$ cat src/rtl/sbus_rx_pkg.sv
package sbus_rx_pkg;

    localparam int BYTE_W   = 8;
    localparam int SYNC_LEN = 2;

    // upper six address bits; bit 1 comes from the strap, bit 0 is write
    localparam logic [5:0] DEV_ADDR_HI = 6'b100010;

    typedef enum logic [2:0] {
        ST_IDLE,
        ST_ADDR,
        ST_ADDR_ACK,
        ST_DATA,
        ST_DATA_ACK,
        ST_SKIP
    } rx_state_e;

    typedef struct packed {
        logic scl;
        logic sda;
        logic sen;
        logic addr;
    } bus_lines_t;

    typedef struct packed {
        logic start;
        logic stop;
        logic scl_rise;
        logic scl_fall;
    } bus_events_t;

    function automatic logic addr_hit(input logic [BYTE_W-1:0] b, input logic strap);
        return b == {DEV_ADDR_HI, strap, 1'b0};
    endfunction

endpackage

$ cat src/rtl/sbus_sync.sv
module sbus_sync #(
    parameter int W      = 4,
    parameter int STAGES = 2
) (
    input  logic         clk,
    input  logic         rst,
    input  logic [W-1:0] d,
    output logic [W-1:0] q
);
    logic [W-1:0] stage_q [STAGES];

    always_ff @(posedge clk) begin
        if (rst) begin
            for (int i = 0; i < STAGES; i++) stage_q[i] <= '1;
        end else begin
            stage_q[0] <= d;
            for (int i = 1; i < STAGES; i++) stage_q[i] <= stage_q[i-1];
        end
    end

    assign q = stage_q[STAGES-1];
endmodule

$ cat src/rtl/sbus_cond_det.sv
module sbus_cond_det
    import sbus_rx_pkg::*;
(
    input  logic        clk,
    input  logic        rst,
    input  logic        scl_s,
    input  logic        sen_s,
    output bus_events_t ev
);
    logic scl_q, sen_q;

    always_ff @(posedge clk) begin
        if (rst) begin
            scl_q <= 1'b1;
            sen_q <= 1'b1;
        end else begin
            scl_q <= scl_s;
            sen_q <= sen_s;
        end
    end

    always_comb begin
        ev.start    = scl_s & scl_q & sen_q & ~sen_s;
        ev.stop     = scl_s & scl_q & ~sen_q & sen_s;
        ev.scl_rise = scl_s & ~scl_q;
        ev.scl_fall = ~scl_s & scl_q;
    end
endmodule

$ cat src/rtl/sbus_rx_fsm.sv
module sbus_rx_fsm
    import sbus_rx_pkg::*;
#(
    parameter int DW = BYTE_W
) (
    input  logic          clk,
    input  logic          rst,
    input  bus_events_t   ev,
    input  logic          sda_s,
    input  logic          strap_s,
    output logic          sda_oe,
    output logic [DW-1:0] data,
    output logic          valid
);
    localparam int CNT_W = $clog2(DW + 1);
    localparam logic [CNT_W-1:0] FULL = CNT_W'(DW);

    rx_state_e        state;
    logic [CNT_W-1:0] bit_cnt;
    logic [DW-1:0]    shreg;

    always_ff @(posedge clk) begin
        if (rst) begin
            state   <= ST_IDLE;
            bit_cnt <= '0;
            shreg   <= '0;
            sda_oe  <= 1'b0;
            data    <= '0;
            valid   <= 1'b0;
        end else begin
            valid <= 1'b0;
            if (ev.stop) begin
                state   <= ST_IDLE;
                sda_oe  <= 1'b0;
                bit_cnt <= '0;
            end else if (ev.start) begin
                state   <= ST_ADDR;
                sda_oe  <= 1'b0;
                bit_cnt <= '0;
            end else begin
                unique case (state)
                    ST_ADDR, ST_DATA: begin
                        if (ev.scl_rise && bit_cnt < FULL) begin
                            shreg   <= {shreg[DW-2:0], sda_s};
                            bit_cnt <= bit_cnt + 1'b1;
                        end else if (ev.scl_fall && bit_cnt == FULL) begin
                            bit_cnt <= '0;
                            if (state == ST_ADDR) begin
                                if (addr_hit(shreg, strap_s)) begin
                                    state  <= ST_ADDR_ACK;
                                    sda_oe <= 1'b1;
                                end else begin
                                    state <= ST_SKIP;
                                end
                            end else begin
                                state  <= ST_DATA_ACK;
                                sda_oe <= 1'b1;
                                data   <= shreg;
                                valid  <= 1'b1;
                            end
                        end
                    end
                    ST_ADDR_ACK, ST_DATA_ACK: begin
                        if (ev.scl_fall) begin
                            sda_oe <= 1'b0;
                            state  <= ST_DATA;
                        end
                    end
                    default: ;
                endcase
            end
        end
    end
endmodule

$ cat src/rtl/sbus_rx.sv
module sbus_rx
    import sbus_rx_pkg::*;
(
    input  logic              clk,
    input  logic              rst,
    input  logic              scl_i,
    input  logic              sda_i,
    input  logic              sen_i,
    input  logic              addr_sel_i,
    output logic              sda_oe_o,
    output logic [BYTE_W-1:0] rx_data_o,
    output logic              rx_valid_o
);
    bus_lines_t  lines_raw, lines_s;
    bus_events_t ev;
    logic        scl_s, start_det, stop_det;

    always_comb begin
        lines_raw.scl  = scl_i;
        lines_raw.sda  = sda_i;
        lines_raw.sen  = sen_i;
        lines_raw.addr = addr_sel_i;
    end

    sbus_sync #(.W($bits(bus_lines_t)), .STAGES(SYNC_LEN)) sync_i (
        .clk (clk),
        .rst (rst),
        .d   (lines_raw),
        .q   (lines_s)
    );

    sbus_cond_det det_i (
        .clk   (clk),
        .rst   (rst),
        .scl_s (lines_s.scl),
        .sen_s (lines_s.sen),
        .ev    (ev)
    );

    sbus_rx_fsm #(.DW(BYTE_W)) fsm_i (
        .clk     (clk),
        .rst     (rst),
        .ev      (ev),
        .sda_s   (lines_s.sda),
        .strap_s (lines_s.addr),
        .sda_oe  (sda_oe_o),
        .data    (rx_data_o),
        .valid   (rx_valid_o)
    );

    assign scl_s     = lines_s.scl;
    assign start_det = ev.start;
    assign stop_det  = ev.stop;
endmodule

$ cat config.mk
export PLATFORM = sky130hd
export DESIGN_NAME = sbus_rx
export DESIGN_NICKNAME = d
export VERILOG_FILES = /design/src/rtl/sbus_rx_pkg.sv /design/src/rtl/sbus_sync.sv /design/src/rtl/sbus_cond_det.sv /design/src/rtl/sbus_rx_fsm.sv /design/src/rtl/sbus_rx.sv
export SDC_FILE = /design/constraint.sdc
export NUM_CORES = 1
export LEC_CHECK = 0
export ABC_CLOCK_PERIOD_IN_PS = 1550
export BUFFER_PORTS_ARGS = -buffer_cell sky130_fd_sc_hd__buf_4
export CAP_MARGIN = 20
export CORE_UTILIZATION = 47
export CTS_BUF_LIST = sky130_fd_sc_hd__clkbuf_4 sky130_fd_sc_hd__clkbuf_8
export DETAILED_ROUTE_END_ITERATION = 7
export PLACE_DENSITY = 0.68
export SYNTH_ARGS = -nofsm -noshare
export SYNTH_HDL_FRONTEND = slang
export SYNTH_SLANG_ARGS = --single-unit
$ cat constraint.sdc
create_clock -name clk -period 1.55 [get_ports clk]
set_input_delay 0.0775 -clock clk [delete_from_list [all_inputs] [get_ports clk]]
set_output_delay 0.0775 -clock clk [all_outputs]
set_load 0.02 [all_outputs]
After elaboration in Yosys (flattened, before gate mapping). Memories as Yosys holds them, arrays and structs flattened. Index checks and enable logic that the tools add are counted.

Flip-flop bits (word level): 27. Memory bits (writable): 8. Bits of input ports: 6. Output and inout port bits: 10. Logic and storage cells: 81. Memories: 1.

$add $sub $neg: 1. Magnitude comparators: 1. Eq/ne operators: 13. Muxes and demuxes: 21. Bitwise logic cells: 19. Reduce and logical (&&, ||, !) cells: 16.

Memory list: sync_i.stage_q (words 2, bits a word 4, read ports 2, clocked after Yosys merged registers in 0, wr ports 2, line sbus_sync.sv:10) `logic [W-1:0] stage_q [STAGES];`.

Operators by type and width (number): $mux W4 (4); $mux W3 (5); $reduce_and A4 Y1 (3); $mux W1 (10); $not A1 Y1 (10); $eq A8 B8 Y1 (1); $and A1 B1 Y1 (7); $eq A3 B2 Y1 const B (2); $ne A3 B2 Y1 const B (2); $ne A3 B3 Y1 const B (2); $pmux W3 S2 (1); $reduce_and A6 Y1 (1); $reduce_or A2 Y1 (3); $reduce_or A6 Y1 (1); $reduce_and A5 Y1 (1); $add A4 B1 Y4 const B (1); $eq A4 B4 Y1 const B (1); $lt A4 B4 Y1 const B (1); $ne A2 B1 Y1 const B (2); $reduce_bool A2 Y1 (2); $eq A3 B1 Y1 const B (1); $eq A3 B3 Y1 const B (1); $reduce_bool A3 Y1 (1); $reduce_or A3 Y1 (1); other kinds (5) (7).

Depth between registers and ports, before layout. An unclocked memory read counts as a cell.

Depth after elaboration: 8. Mapped depth: 7. Mapped depth without buffers: 6.

Cells and area by module. From an unflattened synthesis, not the netlist that was laid out.

Cells, all modules: 146. Area, all modules: 1388.8 um^2.

Modules (own cells, without submodules): sbus_rx_fsm (instances 1, cells an instance 118, area each 1063.5 um^2, sequential area each 500.5 um^2); sbus_sync (instances 1, cells an instance 20, area each 240.2 um^2, sequential area each 160.2 um^2); sbus_cond_det (instances 1, cells an instance 8, area each 85.1 um^2, sequential area each 40.0 um^2).

Least setup slack after synthesis. Ideal clock, no wire load.

Path type: register -> register. Start point: register fsm_i.bit_cnt[0]. End point: register fsm_i.data[0]. Setup time: 0.072 ns. Arrival: 1.466 ns. Required time: 1.478 ns. Path slack: 0.012 ns. Stages on the path, launching flop included: 8. Path buffers: 1. Clock period less this slack: 1.538 ns. Path through: dfxtp_1 -> inv_1 -> ha_1 -> nand4b_2 -> or3_1 -> buf_6 -> nor2_8 -> mux2i_1.

Longest elaborated chain between the ends: 4. Elaborated cells on any way between the ends: 6. Those cells by class: order compare (1); eq/ne (1); bitwise (1); reduce/logical (3).

RTL lines: start: declaration (line sbus_rx_fsm.sv:19) `logic [CNT_W-1:0] bit_cnt;`; start signal: assignment (line sbus_rx_fsm.sv:45) `bit_cnt <= bit_cnt + 1'b1;`; $lt A4 B4 Y1 (line sbus_rx_fsm.sv:43) `if (ev.scl_rise && bit_cnt < FULL) begin`; $logic_and A1 B1 Y1 (line sbus_rx_fsm.sv:43); $not A1 Y1 (no line); $reduce_and A6 Y1 (no line) *; end signal: assignment (line sbus_rx_fsm.sv:58) `data <= shreg;`; end: declaration (line sbus_rx_fsm.sv:12) `output logic [DW-1:0] data,`.

Every way passes the cells marked *; elsewhere a longest branch is shown, timed or not. A chain may end at the register's enable or synchronous reset.

Worst setup path after layout.
Start point: register fsm_i.bit_cnt[0]. End point: register fsm_i.data[3].

Same word-level chain as after synthesis.

==> summary.md <==
| Metric | Value |
|---|---|
| Initial antenna violation count | `0` |
| Commonest non-fill, non-tap cell in the layout | `nand2_1` |
| Post-synth top area share | `0.4774` |
| Filler cell count | `221` |
| Avg Inst Size Synth | `9.060 um^2` |
| R2R Setup Slk | `0.01 ns` |
| Initial DRC Count | `45` |
| Via count | `around 1,200` |
| Post-Synth Simple-Gate Area | `0.2890` |
| Cell count after synthesis | `162` |
| Synth area leader | `dfxtp_1` |
| FMAX | `0.6510 GHz` |
| Largest net degree at the start of global routing | `23` |
| Clock transition at path regs | `roughly 0.10 ns` |
| Final net count | `202` |
| Register area | `703.2 um^2` |
| Final Hold Fails | `0` |
| Setup Skew | `0.01305 ns` |
| Flops & latches, synth | `35` |
| CP Capture Type | `flip-flop` |
| Gp weighted congestion | `between 0.7 and 0.8` |
| Mux share of post-synthesis cell area | `0.05456` |
| Post-Synth Adder-Cell Area | `0.01705` |
| Arrival @ worst endpoint | `roughly 1.8 ns` |
| CTS Sinks | `35` |
| Worst-Margin Slew | `0.3188 ns` |
| Critical setup path kind | `reg -> reg` |
| P_leak | `0.7116 nW` |
| TritonCTS Buffers | `5` |
| R2r endpoint | `fsm_i.data[3]$_SDFFE_PP0P_` |
| Pwr dens | `911.3 nW/um^2` |
| CTS Root Cell | `clkbuf_4` |
| VDD IR max | `0.5529 mV` |
| Top FF cell, synth | `dfxtp_1` |
| CP Launch Point | `fsm_i.bit_cnt[0]$_SDFFE_PP0P_` |
| CP Max Fanout | `8` |
| Reg2Reg Depth | `6` |
| Final Power | `around 1.7 mW` |
| Pre-antenna DRT Iters | `6` |
| Final core occ | `0.6443` |
| P&R area growth vs syn | `25.23%` |
| CTS tree | `yes` |
| Max-slew violations | `0` |
| Fin crit period | `1.536 ns` |
| Commonest non-fill, non-tap cells in the layout | `40 x nand2_1, 33 x dfxtp_1, 28 x buf_4` |
| First-pass GRT wire length | `4.767 mm` |
| Setup ws final | `approximately 0.014 ns` |
| Post-synth EDFFs | `0` |
| Wire length per cell | `12.75 um` |
| Ant diodes | `0` |
| Post-DP HPWL | `about 2.0 mm` |
| Pre-CTS setup slack | `-0.004436 ns` |
| Multi-input gate area | `737.0 um^2` |
| Rel. slew slack | `0.7870` |
| DRC | `2` |
| Clock Path Buffers | `2` |
| WHS | `~0.064 ns` |
| Placed cells | `approximately 210` |
| Post-synth ARST share | `0` |
| Final Setup Violations | `0` |
| Total GRT Usage | `0.1838` |
| Io pins | `16` |
| Max_cap viols | `0` |
| Die width | `approximately 58 um` |
| Vias in the first global route | `1,145` |
| CORE AREA | `2853 um^2` |
| RSZ-0062 raised after global routing | `true` |
| Site row count | `19` |
| End of the worst hold path | `fsm_i.shreg[4]$_SDFFE_PP0P_` |
| ANT nets after route | `0` |
| Synth Area in Compound Gates | `0.09122` |
| Seq/Total Area, Yosys | `0.4774` |
| XOR/XNOR share of the synthesized area | `0.02387` |
| Setup crit start kind | `flip-flop` |
| Hold path start | `rst` |
| HP Class | `in -> reg` |
| Top post-synthesis cells by area | `dfxtp_1 48%, nand2_1 10%, mux2i_1 5.5%` |
| Worst skew pair latency | `0.33 ns` |
| Final worst-path cycle share | `0.9910` |
| Hold path cells | `2` |
| Syn Nets | `170` |
| Unique masters post-synth | `38` |
| Total gr overflow | `0` |
| Layout cells sized above 1 | `0.3128` |
| Effective utilization at floorplan | `0.5145` |
| CP Data Required Time | `1.81 ns` |
| Combinational family with the most area after synthesis | `simple AND/OR/NAND/NOR gates` |
| Outcome | `complete, but fails checks` |
| YS warnings | `0` |
| Non-filler cells in the finished layout | `226` |
| Violated checks | `design-rule violations` |
| Post-Route WL | `2.881 mm` |
| Port Buf Inserts | `15` |
| Avg Vias per Cell | `5.412` |
| Clock H-tree levels | `2` |
| Reg-to-Reg Start | `fsm_i.bit_cnt[0]$_SDFFE_PP0P_` |
| Full die area | `3350 um^2` |
| Mapped cell area | `between 1000 and 1500 um^2` |
| Die span in y | `57.88 um` |
-- cells in the mapped netlist, types with 2 or more instances --
library cell,count
or2_2,10
mux2i_1,8
inv_1,5
dfxtp_1,35
ha_1,2
a211oi_1,3
nand4_1,2
nor2_1,3
xor2_1,2
nor3b_1,2
nand3_1,3
buf_6,2
nand2_1,41
nor3_1,5
clkbuf_1,3
xnor2_1,2
a21oi_1,12
o21ai_0,2
-- state kept, by name, indices dropped and copies added (netlist names) --
signal and flops:
fsm_i.valid 1, fsm_i.data 8, fsm_i.state 3, det_i.scl_q 1, fsm_i.bit_cnt 4, det_i.sen_q 1
sync_i.stage_q 8, fsm_i.shreg 8, fsm_i.sda_oe 1
-- timing repair --
action / CTS / global route
endpoints found under the hold margin: 4 / 0
endpoints found under the setup margin: 10 / 13
buffers inserted: 0 / 1
hold buffers: 4 / 0
resized for setup: 1 / 10
pin swaps: 1 / 3
-- logic make-up after synthesis --
logic type               after synthesis
multiplexers                           8
AO/OA/AOI/OAI                         22
adder cells (fa/ha/maj)                2
buffers and inverters                 13
flip-flops                            35
XOR/XNOR                               4
AND/OR/NAND/NOR                       78
-- worst max path at each step --
stage,to,cells past startpoint
6_report,fsm_i.data[3]$_SDFFE_PP0P_,6
5_1_grt,fsm_i.data[0]$_SDFFE_PP0P_,6
4_1_cts,fsm_i.data[3]$_SDFFE_PP0P_,6
3_5_place_dp,fsm_i.data[4]$_SDFFE_PP0P_,6
3_3_place_gp,fsm_i.data[3]$_SDFFE_PP0P_,6
2_1_floorplan,fsm_i.data[0]$_SDFFE_PP0P_,7
-- layer usage --
metal  track usage  share of wire  up-vias  routed length (um)
met5             0              0        -                   0
met4       0.06122         0.0056        0                  16
met2        0.3120           0.50       33                1436
li1              -              -      609                   -
met1        0.2230           0.44      579                1280
met3       0.05357          0.051        2                 147
-- power by group --
| part | internal (mW) | switching, mW |
|---|---|---|
| clock network | 0.381 | 0.297 |
| registers | 0.911 | 0.00796 |
| logic | 0.0398 | 0.0377 |
-- metrics by stage --
stage,area [um^2],setup TNS [ns]
floorplan,1468,0
global placement,1663,0
detailed placement,1663,-0.009987
CTS,1794,0
global route,1838,-0.3787
finish,1838,0
-- final cells by class --
type / count / area share
clock buffers: 6 / 0.02791
clock inverters: 2 / 0.01906
inverters: 6 / 0.01225
multi-input cells: 114 / 0.4010
flip-flops and latches: 35 / 0.3826
well taps: 31 / 0.02110
repair buffers: 32 / 0.1361
-- worst max-delay path, cell delays in order, from the launching register on --
cell,delay (ns)
dfxtp_2,0.34
inv_2,0.07
ha_4,0.14
nand4b_4,0.10
or3_4,0.42
nor2_8,0.19
mux2i_1,0.20
Note: power is estimated with default switching activity, not from simulation.
